<file path="src/rtl/dqc_pkg.sv">
package dqc_pkg;
  localparam int DQ_W    = 16;
  localparam int DQ_AW   = DQ_W + 4;
  localparam int DQ_FRAC = 14;
  localparam int DQ_LIM  = 16'h3FFF;
  localparam int DQ_PW   = DQ_AW + DQ_W;

  typedef logic signed [DQ_W-1:0]  samp_t;
  typedef logic signed [DQ_AW-1:0] acc_t;
  typedef logic signed [DQ_PW-1:0] prod_t;

  localparam acc_t  LIM_A  = acc_t'(DQ_LIM);
  localparam prod_t HALF_P = prod_t'(2 ** (DQ_FRAC - 1));

  localparam samp_t K_FB_DEF = samp_t'(16'h0C98);
  localparam samp_t K_FF_DEF = samp_t'(16'h0028);
  localparam samp_t K_C_DEF  = samp_t'(16'h22C4);
  localparam samp_t K_I_DEF  = samp_t'(16'h0011);
  localparam samp_t K_G_DEF  = samp_t'(16'h0666);

  function automatic acc_t widen(input samp_t s);
    return acc_t'(s);
  endfunction

  function automatic acc_t mulq(input acc_t a, input samp_t k);
    prod_t p;
    p = prod_t'(a) * prod_t'(k);
    p = p + HALF_P;
    p = p >>> DQ_FRAC;
    return acc_t'(p);
  endfunction

  function automatic samp_t satq(input acc_t v);
    if (v > LIM_A)
      return samp_t'(LIM_A);
    else if (v < -LIM_A)
      return samp_t'(-LIM_A);
    else
      return samp_t'(v);
  endfunction
endpackage

</file>
<file path="src/rtl/dqc_lpf.sv">
module dqc_lpf
  import dqc_pkg::*;
#(
  parameter samp_t K = K_FB_DEF
) (
  input  logic  clk,
  input  logic  rst,
  input  logic  en,
  input  samp_t x,
  output samp_t y_nxt
);
  samp_t y_q;

  always_comb y_nxt = satq(widen(y_q) + mulq(widen(x) - widen(y_q), K));

  always_ff @(posedge clk) begin
    if (rst)     y_q <= '0;
    else if (en) y_q <= y_nxt;
  end


  lpf_idle_hold_chk: assert property (@(posedge clk) disable iff (rst)
    !en |=> $stable(y_q));
endmodule

</file>
<file path="src/rtl/dqc_pi.sv">
module dqc_pi
  import dqc_pkg::*;
#(
  parameter samp_t KC = K_C_DEF,
  parameter samp_t KI = K_I_DEF
) (
  input  logic  clk,
  input  logic  rst,
  input  logic  en,
  input  logic  hold,
  input  samp_t err,
  output samp_t u_cur
);
  samp_t u_q, e_q, u_calc;

  always_comb begin
    u_calc = satq(widen(u_q) + mulq(widen(err) - widen(e_q), KC) + mulq(widen(err), KI));
    u_cur  = hold ? u_q : u_calc;
  end

  always_ff @(posedge clk) begin
    if (rst) begin
      u_q <= '0;
      e_q <= '0;
    end else if (en && !hold) begin
      u_q <= u_calc;
      e_q <= err;
    end
  end


  windup_hold_chk: assert property (@(posedge clk) disable iff (rst)
    (en && hold) |=> ($stable(u_q) && $stable(e_q)));
endmodule

</file>
<file path="src/rtl/dqc_axis.sv">
module dqc_axis
  import dqc_pkg::*;
#(
  parameter bit    NEG_FF = 1'b0,
  parameter samp_t KFB    = K_FB_DEF,
  parameter samp_t KFF    = K_FF_DEF,
  parameter samp_t KC     = K_C_DEF,
  parameter samp_t KI     = K_I_DEF,
  parameter samp_t KG     = K_G_DEF
) (
  input  logic  clk,
  input  logic  rst,
  input  logic  en,
  input  logic  sat,
  input  samp_t ref_i,
  input  samp_t meas,
  input  samp_t xmeas,
  output samp_t v
);
  samp_t fb_nxt, xf_nxt, err, u;
  acc_t  ffterm;
  samp_t v_nxt;

  dqc_lpf #(.K(KFB)) u_fb (
    .clk(clk), .rst(rst), .en(en), .x(meas), .y_nxt(fb_nxt)
  );

  dqc_lpf #(.K(KFF)) u_xf (
    .clk(clk), .rst(rst), .en(en), .x(xmeas), .y_nxt(xf_nxt)
  );

  always_comb err = satq(widen(ref_i) - widen(fb_nxt));

  dqc_pi #(.KC(KC), .KI(KI)) u_pi (
    .clk(clk), .rst(rst), .en(en), .hold(sat), .err(err), .u_cur(u)
  );

  always_comb ffterm = mulq(widen(xf_nxt), KG);

  generate
    if (NEG_FF) begin : g_sub
      always_comb v_nxt = satq(widen(u) - ffterm);
    end else begin : g_add
      always_comb v_nxt = satq(widen(u) + ffterm);
    end
  endgenerate

  always_ff @(posedge clk) begin
    if (rst)     v <= '0;
    else if (en) v <= v_nxt;
  end


  vout_range_chk: assert property (@(posedge clk) disable iff (rst)
    (widen(v) <= LIM_A) && (widen(v) >= -LIM_A));
endmodule

</file>
<file path="src/rtl/dq_current_reg.sv">
module dq_current_reg
  import dqc_pkg::*;
#(
  parameter samp_t KFB = K_FB_DEF,
  parameter samp_t KFF = K_FF_DEF,
  parameter samp_t KC  = K_C_DEF,
  parameter samp_t KI  = K_I_DEF,
  parameter samp_t KG  = K_G_DEF
) (
  input  logic               clk,
  input  logic               rst,
  input  logic               smp_vld,
  input  logic signed [15:0] ref_d,
  input  logic signed [15:0] ref_q,
  input  logic signed [15:0] meas_d,
  input  logic signed [15:0] meas_q,
  input  logic               sat_d,
  input  logic               sat_q,
  output logic signed [15:0] vout_d,
  output logic signed [15:0] vout_q,
  output logic               vout_vld
);
  localparam int NAX = 2;

  samp_t ref_a  [NAX];
  samp_t meas_a [NAX];
  samp_t vout_a [NAX];
  logic  sat_a  [NAX];

  assign ref_a[0]  = ref_d;
  assign ref_a[1]  = ref_q;
  assign meas_a[0] = meas_d;
  assign meas_a[1] = meas_q;
  assign sat_a[0]  = sat_d;
  assign sat_a[1]  = sat_q;

  generate
    for (genvar g = 0; g < NAX; g++) begin : g_ax
      dqc_axis #(
        .NEG_FF(g == 0), .KFB(KFB), .KFF(KFF), .KC(KC), .KI(KI), .KG(KG)
      ) u_axis (
        .clk(clk), .rst(rst), .en(smp_vld), .sat(sat_a[g]),
        .ref_i(ref_a[g]), .meas(meas_a[g]), .xmeas(meas_a[NAX-1-g]),
        .v(vout_a[g])
      );
    end
  endgenerate

  assign vout_d = vout_a[0];
  assign vout_q = vout_a[1];

  always_ff @(posedge clk) begin
    if (rst) vout_vld <= 1'b0;
    else     vout_vld <= smp_vld;
  end


  reset_clear_chk: assert property (@(posedge clk)
    rst |=> (!vout_vld && vout_d == '0 && vout_q == '0));


  vld_follow_chk: assert property (@(posedge clk) disable iff (rst)
    smp_vld |=> vout_vld);


  vld_quiet_chk: assert property (@(posedge clk) disable iff (rst)
    !smp_vld |=> !vout_vld);


  out_hold_chk: assert property (@(posedge clk) disable iff (rst)
    !smp_vld |=> ($stable(vout_d) && $stable(vout_q)));
endmodule

</file>
<file path="config.mk">
export PLATFORM = sky130hd
export DESIGN_NAME = dq_current_reg
export DESIGN_NICKNAME = d
export VERILOG_FILES = /design/src/rtl/dqc_pkg.sv /design/src/rtl/dqc_lpf.sv /design/src/rtl/dqc_pi.sv /design/src/rtl/dqc_axis.sv /design/src/rtl/dq_current_reg.sv
export SDC_FILE = /design/constraint.sdc
export NUM_CORES = 2
export LEC_CHECK = 0
export ABC_AREA = 1
export CAP_MARGIN = 40
export CORE_ASPECT_RATIO = 2
export CORE_MARGIN = 2
export CORE_UTILIZATION = 40
export CTS_CLUSTER_SIZE = 20
export DETAILED_ROUTE_END_ITERATION = 16
export PLACE_DENSITY = 0.54
export SETUP_SLACK_MARGIN = 0.05
export SLEW_MARGIN = 40
export SYNTH_ARGS = -nofsm -noshare
export SYNTH_HDL_FRONTEND = slang
export SYNTH_HIERARCHICAL = 1
export SYNTH_SLANG_ARGS = --single-unit
</file>
<file path="constraint.sdc">
create_clock -name clk -period 25.1 [get_ports clk]
set_clock_uncertainty 0.05 [all_clocks]
set_input_delay 7.53 -clock clk [delete_from_list [all_inputs] [get_ports clk]]
set_output_delay 7.53 -clock clk [all_outputs]
set_load 0.02 [all_outputs]
</file>
---- Yosys cells after proc, flatten, opt, wreduce, memory -nomap -nowiden ----
Cells that the tools add are included.
Widths: inputs -> output; s select.
word-level totals
  register bits ........................... 161
  latch bits .............................. 0
  memory bits (writable) .................. 0
  ROM bits ................................ 0
  input port bits ......................... 69
  memories ................................ 0
operators by class
  $add $sub $neg .......................... 28
  multipliers ............................. 10
  div/mod/pow operators ................... 0
  order comparisons ....................... 20
  eq/ne operators ......................... 0
  shifts and indexed selects .............. 0
  mux-type cells .......................... 22
  bitwise gates (word level) .............. 0
  reduce and logical (&&, ||, !) cells .... 4
operators by type and width
  operator                number
  $mux 16                 22
  $gt 20x15->1 const B    8
  $lt 20x15->1 const B    8
  $add 34x15->34 const B  4
  $sub 16x16->17          8
  $add 30x15->31 const B  2
  $add 16x20->20          3
  $mul 17x13->30 const B  2
  $mul 16x11->27 const B  2
  $mul 17x10->27 const B  2
  $add 24x15->25 const B  2
  $add 22x15->23 const B  2
  $mul 16x6->22 const B   2
  $mul 17x4->21 const B   2
  $add 20x9->20           2
  $add 16x17->18          2
  $add 16x11->17          2
  $gt 17x15->1 const B    2
  $lt 17x15->1 const B    2
  $sub 16x20->20          1
  $logic_and 1x1->1       2
  $logic_not 1->1         2

---- Longest topological paths before layout ----
  depth in word-level cells ............... 24
  depth in mapped cells ................... 150
  mapped depth without buffers ............ 148

---- By module ----
The synthesis kept the hierarchy.
by module, submodules not included
  module                          instances  cells each  area each (um^2)  sequential area each (um^2)
  dqc_pi at g_ax[0].u_axis.u_pi   1          1354        9298.9            640.6
  dqc_pi at g_ax[1].u_axis.u_pi   1          1404        9255.1            640.6
  dqc_lpf at g_ax[0].u_axis.u_fb  1          1161        7063.0            320.3
  dqc_lpf at g_ax[1].u_axis.u_fb  1          1159        6993.0            320.3
  dqc_axis at g_ax[1].u_axis      1          1085        6730.2            320.3
  dqc_axis at g_ax[0].u_axis      1          1042        6623.9            320.3
  dqc_lpf at g_ax[1].u_axis.u_xf  1          675         3947.5            320.3
  dqc_lpf at g_ax[0].u_axis.u_xf  1          660         3921.3            320.3
  dq_current_reg                  1          3           30.0              20.0

---- Worst setup path before layout ----
OpenSTA, ideal clock, no wires.
  path kind ............................... input to register
  from .................................... input meas_d[0]
  to ...................................... register g_ax[0].u_axis.v[10]
  library setup time ...................... 0.132 ns
  data arrival time ....................... 25.849 ns
  required time ........................... 24.918 ns
  path slack .............................. -0.931 ns
  cell stages on the path ................. 132
  path buffers ............................ 4
  cell sequence ........................... inv_1 ha_1 fa_1 nand3b_1 nand2_1 nand3_1 nand2_1 nand2_1 nand2_1 inv_1 o31ai_1 xnor2_1 inv_1 ha_1 inv_1 fa_1 fa_1 inv_1 [... 96 more ...] inv_1 ha_1 fa_1 inv_1 nand3_1 nand2_1 nand2_1 nand2_1 nand2_1 nand2_1 nand2_1 nor3_1 nand3_1 nand2_1 nand2_2 buf_6 nand3_1 a21oi_1
between the ends
  cells in the longest elaborated chain, start to end .. 24
  elaborated cells on any way between the ends .. 30
  those cells by class .................... add/sub (10); mul (3); order compare (8); mux (9)
ends and longest elaborated chain
  element                       RTL line              source
  start: declaration            dq_current_reg.sv:15  input logic signed [15:0] meas_d,
  $sub 16x16->17 *              dqc_lpf.sv:14         always_comb y_nxt = satq(widen(y_q) + mulq(widen(x) - widen(y_q), K));
  $mul 17x10->27 *              dqc_pkg.sv:27         p = prod_t'(a) * prod_t'(k);
  $add 30x15->31 *              dqc_pkg.sv:28         p = p + HALF_P;
  $add 16x17->18 *              dqc_lpf.sv:14
  $lt 20x15->1                  dqc_pkg.sv:36         else if (v < -LIM_A)
  $mux 16                       dqc_pkg.sv:36
  $mux 16 *                     dqc_pkg.sv:34         if (v > LIM_A)
  net g_ax[0].u_axis.fb_nxt[0]  dqc_axis.sv:20        samp_t fb_nxt, xf_nxt, err, u;
  [... 4 more ...]              -
  net g_ax[0].u_axis.err[14]    dqc_axis.sv:20
  [... 6 more ...]              -
  $mux 16                       dqc_pkg.sv:36
  $mux 16 *                     dqc_pkg.sv:34
  $mux 16 *                     dqc_pi.sv:18          u_cur = hold ? u_q : u_calc;
  net g_ax[0].u_axis.u[0]       dqc_axis.sv:20
  $sub 16x20->20 *              dqc_axis.sv:42        always_comb v_nxt = satq(widen(u) - ffterm);
  $lt 20x15->1                  dqc_pkg.sv:36
  $mux 16                       dqc_pkg.sv:36
  $mux 16 *                     dqc_pkg.sv:34
  end signal: assignment        dqc_axis.sv:50        else if (en) v <= v_nxt;
  end: declaration              dqc_axis.sv:18        output samp_t v
The timed path passes the listed nets; every way through them passes the cells marked *.
A chain may end at the register's enable or synchronous reset.

---- Worst setup path after layout ----
  from .................................... input meas_d[11]
  to ...................................... register g_ax[0].u_axis.v[3]
The elaborated chain is that of the path after synthesis.

==> impl_results.md <==
* Status: finished, violations left
* Violated checks: setup timing
* Final period utilization at 1.02
* Commonest cells in the netlist: nand2_1, inv_1, ha_1
* Final WS setup at -548 ps
* DRC viols at 0
* EDFF count, synth at 0
* Clk slew on worst S/H paths at ~80 ps
* Most common flop cell mapped by yosys: dfxtp_1
* Mean Syn Cell Area at approximately 6.3 um^2
* IO Count at 102
* Crit path top cell by count: nand2_4
* Crit-path max FO at 8
* Post-Syn Nets at around 9800
* Rows at 190
* Worst Path Required at 25480 ps
* Synth Cell Area at 53900 um^2
* Post-DP Area at 67700 um^2
* Vias in the first global route at 62400
* Port buffer count at 101
* Fin. Hold Viols at 0
* Via Count at 59700
* CP Class: in2reg
* Share of layout cells above drive strength 1 at 0.324
* Clk sink count at 161
* Slowest CP cell: fa_1
* Clk_lat worst skew at 570 ps
* Netlist cell types at 69
* Number of routed nets with antenna violations at 0
* Synth Instances at 8543
* Final wirelength at roughly 200000 um
* Slew @ Worst Pin at around 860 ps
* Initial antenna violation count at 10
* CTS Buf Count at 17
* Met3 wire length at 4440 um
* Synth Warn # at 6
* DRT iter0 DRCs at 2131
* Pin count of the biggest net entering global routing at between 60 and 70
* Final HPWL DP at 172000 um
* Crit path DAT at 26030 ps
* Share of the synthesized area in the top cell type at 0.201
* Top cells by area, synth: ha_1, nand2_1, inv_1
* Register area share after synthesis at 0.0598
* Highest metal used: met4
* Final instance area at 77400 um^2
* Max Fclk at 39.0 MHz
* WL met1 at 64500 um
* Largest area contributor in the netlist: ha_1
* Setup TNS at -14330 ps
* Nets at 11500
* Area Overhead vs Synth at 43.7%
* Fin crit period at between 20000 and 30000 ps
* Critical Path Sink Type: flop
* Synth async-reset ratio at 0
* Max Cap Viol at 0
* DR pass1 iterations at 6
* Die Footprint at 138000 um^2
* Slowest cell delay on critical path at 540 ps
* CORE AREA at approximately 130000 um^2
* CTS tree: yes
* Final Setup Violations at 32
* CTS Buffer Depth at 2
* Yosys reg bits at about 160
* Die W at roughly 260 um
* Root Buffer: clkbuf_16
* Worst relative slew slack at 0.427
* Placer Congestion at between 1 and 1.5
* Routed WL per cell at 16.9 um
* Die H at approximately 520 um
* Count leader, synth: nand2_1
* Post-Place Setup Slack at -3550 ps
* Met2 WL at approximately 110000 um
* Min-delay worst type: reg2reg
* Final slew viol count at 0
* Initial Util at 0.402
* Mean number of vias per cell at ~5.0
* Remaining Overflow, GRT at 0
* H-Tree Depth at 4
* RSZ-0062 raised after global routing: yes
* Crit start category: primary input
* First-pass GRT wire length at 314000 um
* Total GRT Usage at 0.290
* Hold buffer count at CTS at 0
[path summary, 6_finish.rpt]
kind / from / end / slack, ps / depth (start not counted)
worst min-delay path: g_ax[0].u_axis/u_pi/e_q[9] / g_ax[0].u_axis/u_pi/e_q[9] / 410 / 2
worst max register to register: g_ax[1].u_axis/u_fb/y_q[1] / g_ax[1].u_axis/v[2] / 5980 / 125
worst max-delay path: meas_d[11] / g_ax[0].u_axis/v[3] / -550 / 123
worst min register to register: g_ax[0].u_axis/u_pi/e_q[9] / g_ax[0].u_axis/u_pi/e_q[9] / 410 / 2
[state kept, by name, summed over array words and instances (netlist names)]
register / cells
g_ax.u_axis/u_fb/y_q: 32
g_ax.u_axis/u_pi/e_q: 32
g_ax.u_axis/u_pi/u_q: 32
g_ax.u_axis/u_xf/y_q: 32
g_ax.u_axis/v: 32
vout_vld: 1
[final cells by class]
cell class	instances	area, um^2
flip-flops and latches	161	3220
diodes	9	22.5
clock buffers	17	425
fillers	12900	56400
multi-input cells	6472	50800
clock inverters	15	199
repair buffers	1739	13700
inverters	1836	6940
well taps	1728	2160
[per-stage QoR]
step / cells / hold WS, ps / utilization
after floorplan: 8543 / 383 / -
after global placement: 11700 / 394 / 0.506
after detailed placement: 11700 / 402 / 0.506
after CTS: 11900 / 414 / 0.556
after global routing: 12000 / 443 / 0.578
final: 12000 / 412 / 0.578
[cell usage in the layout (no fill, tap or decap), types with 15 or more instances in the layout]
cell type,count
fa_1,315
clkdlybuf4s50_1,73
nand3_4,20
fa_2,17
nor2_1,453
buf_6,61
nand2_2,408
inv_2,159
buf_4,1564
o21ai_1,50
a21o_1,33
nand2_4,108
a21oi_1,395
nand4_1,148
o21ai_2,36
ha_1,654
nand3b_1,48
nor3_2,25
xor2_1,173
a21oi_4,32
o21bai_1,36
nor3_1,32
dfxtp_1,161
nor2_4,93
ha_4,198
nor2_2,115
xor2_2,45
inv_1,1658
xnor2_1,75
dlygate4sd2_1,15
nand3_1,489
xnor2_2,19
nand3_2,118
a21oi_2,119
clkbuf_16,18
nor3_4,18
nand2_1,1868
o21ai_0,165
[cells by family after synthesis]
family / synth area share
simple gates: 0.323
buf+inv: 0.138
fa+ha+maj: 0.325
compound gates: 0.0974
xor+xnor: 0.0571
flops: 0.0598
mux: 0.000627
[worst max-delay path, delay by kind of cell]
kind	cells	cell delay (ps)
buffers and inverters	28	2670
XOR/XNOR	5	910
adder cells (fa/ha/maj)	19	7080
AND/OR/NAND/NOR	62	6430
AO/OA/AOI/OAI	9	1350
[layer usage]
layer  up-vias  global-route usage
li1      30200                   -
met1     27700               0.242
met2      1095               0.597
met3       682              0.0250
met4         0               0.254
met5         -                   0
[repair_timing]
action | 4_1_cts | 5_1_grt
setup buffers | 163 | 89
pin swaps | 453 | 371
endpoints found under the setup margin | 64 | 61
resized for setup | 1100 | 575
cloned | 8 | 2
Power is not shown: default switching activity piles up to over one toggle a cycle in this logic, so the estimate is an artifact.
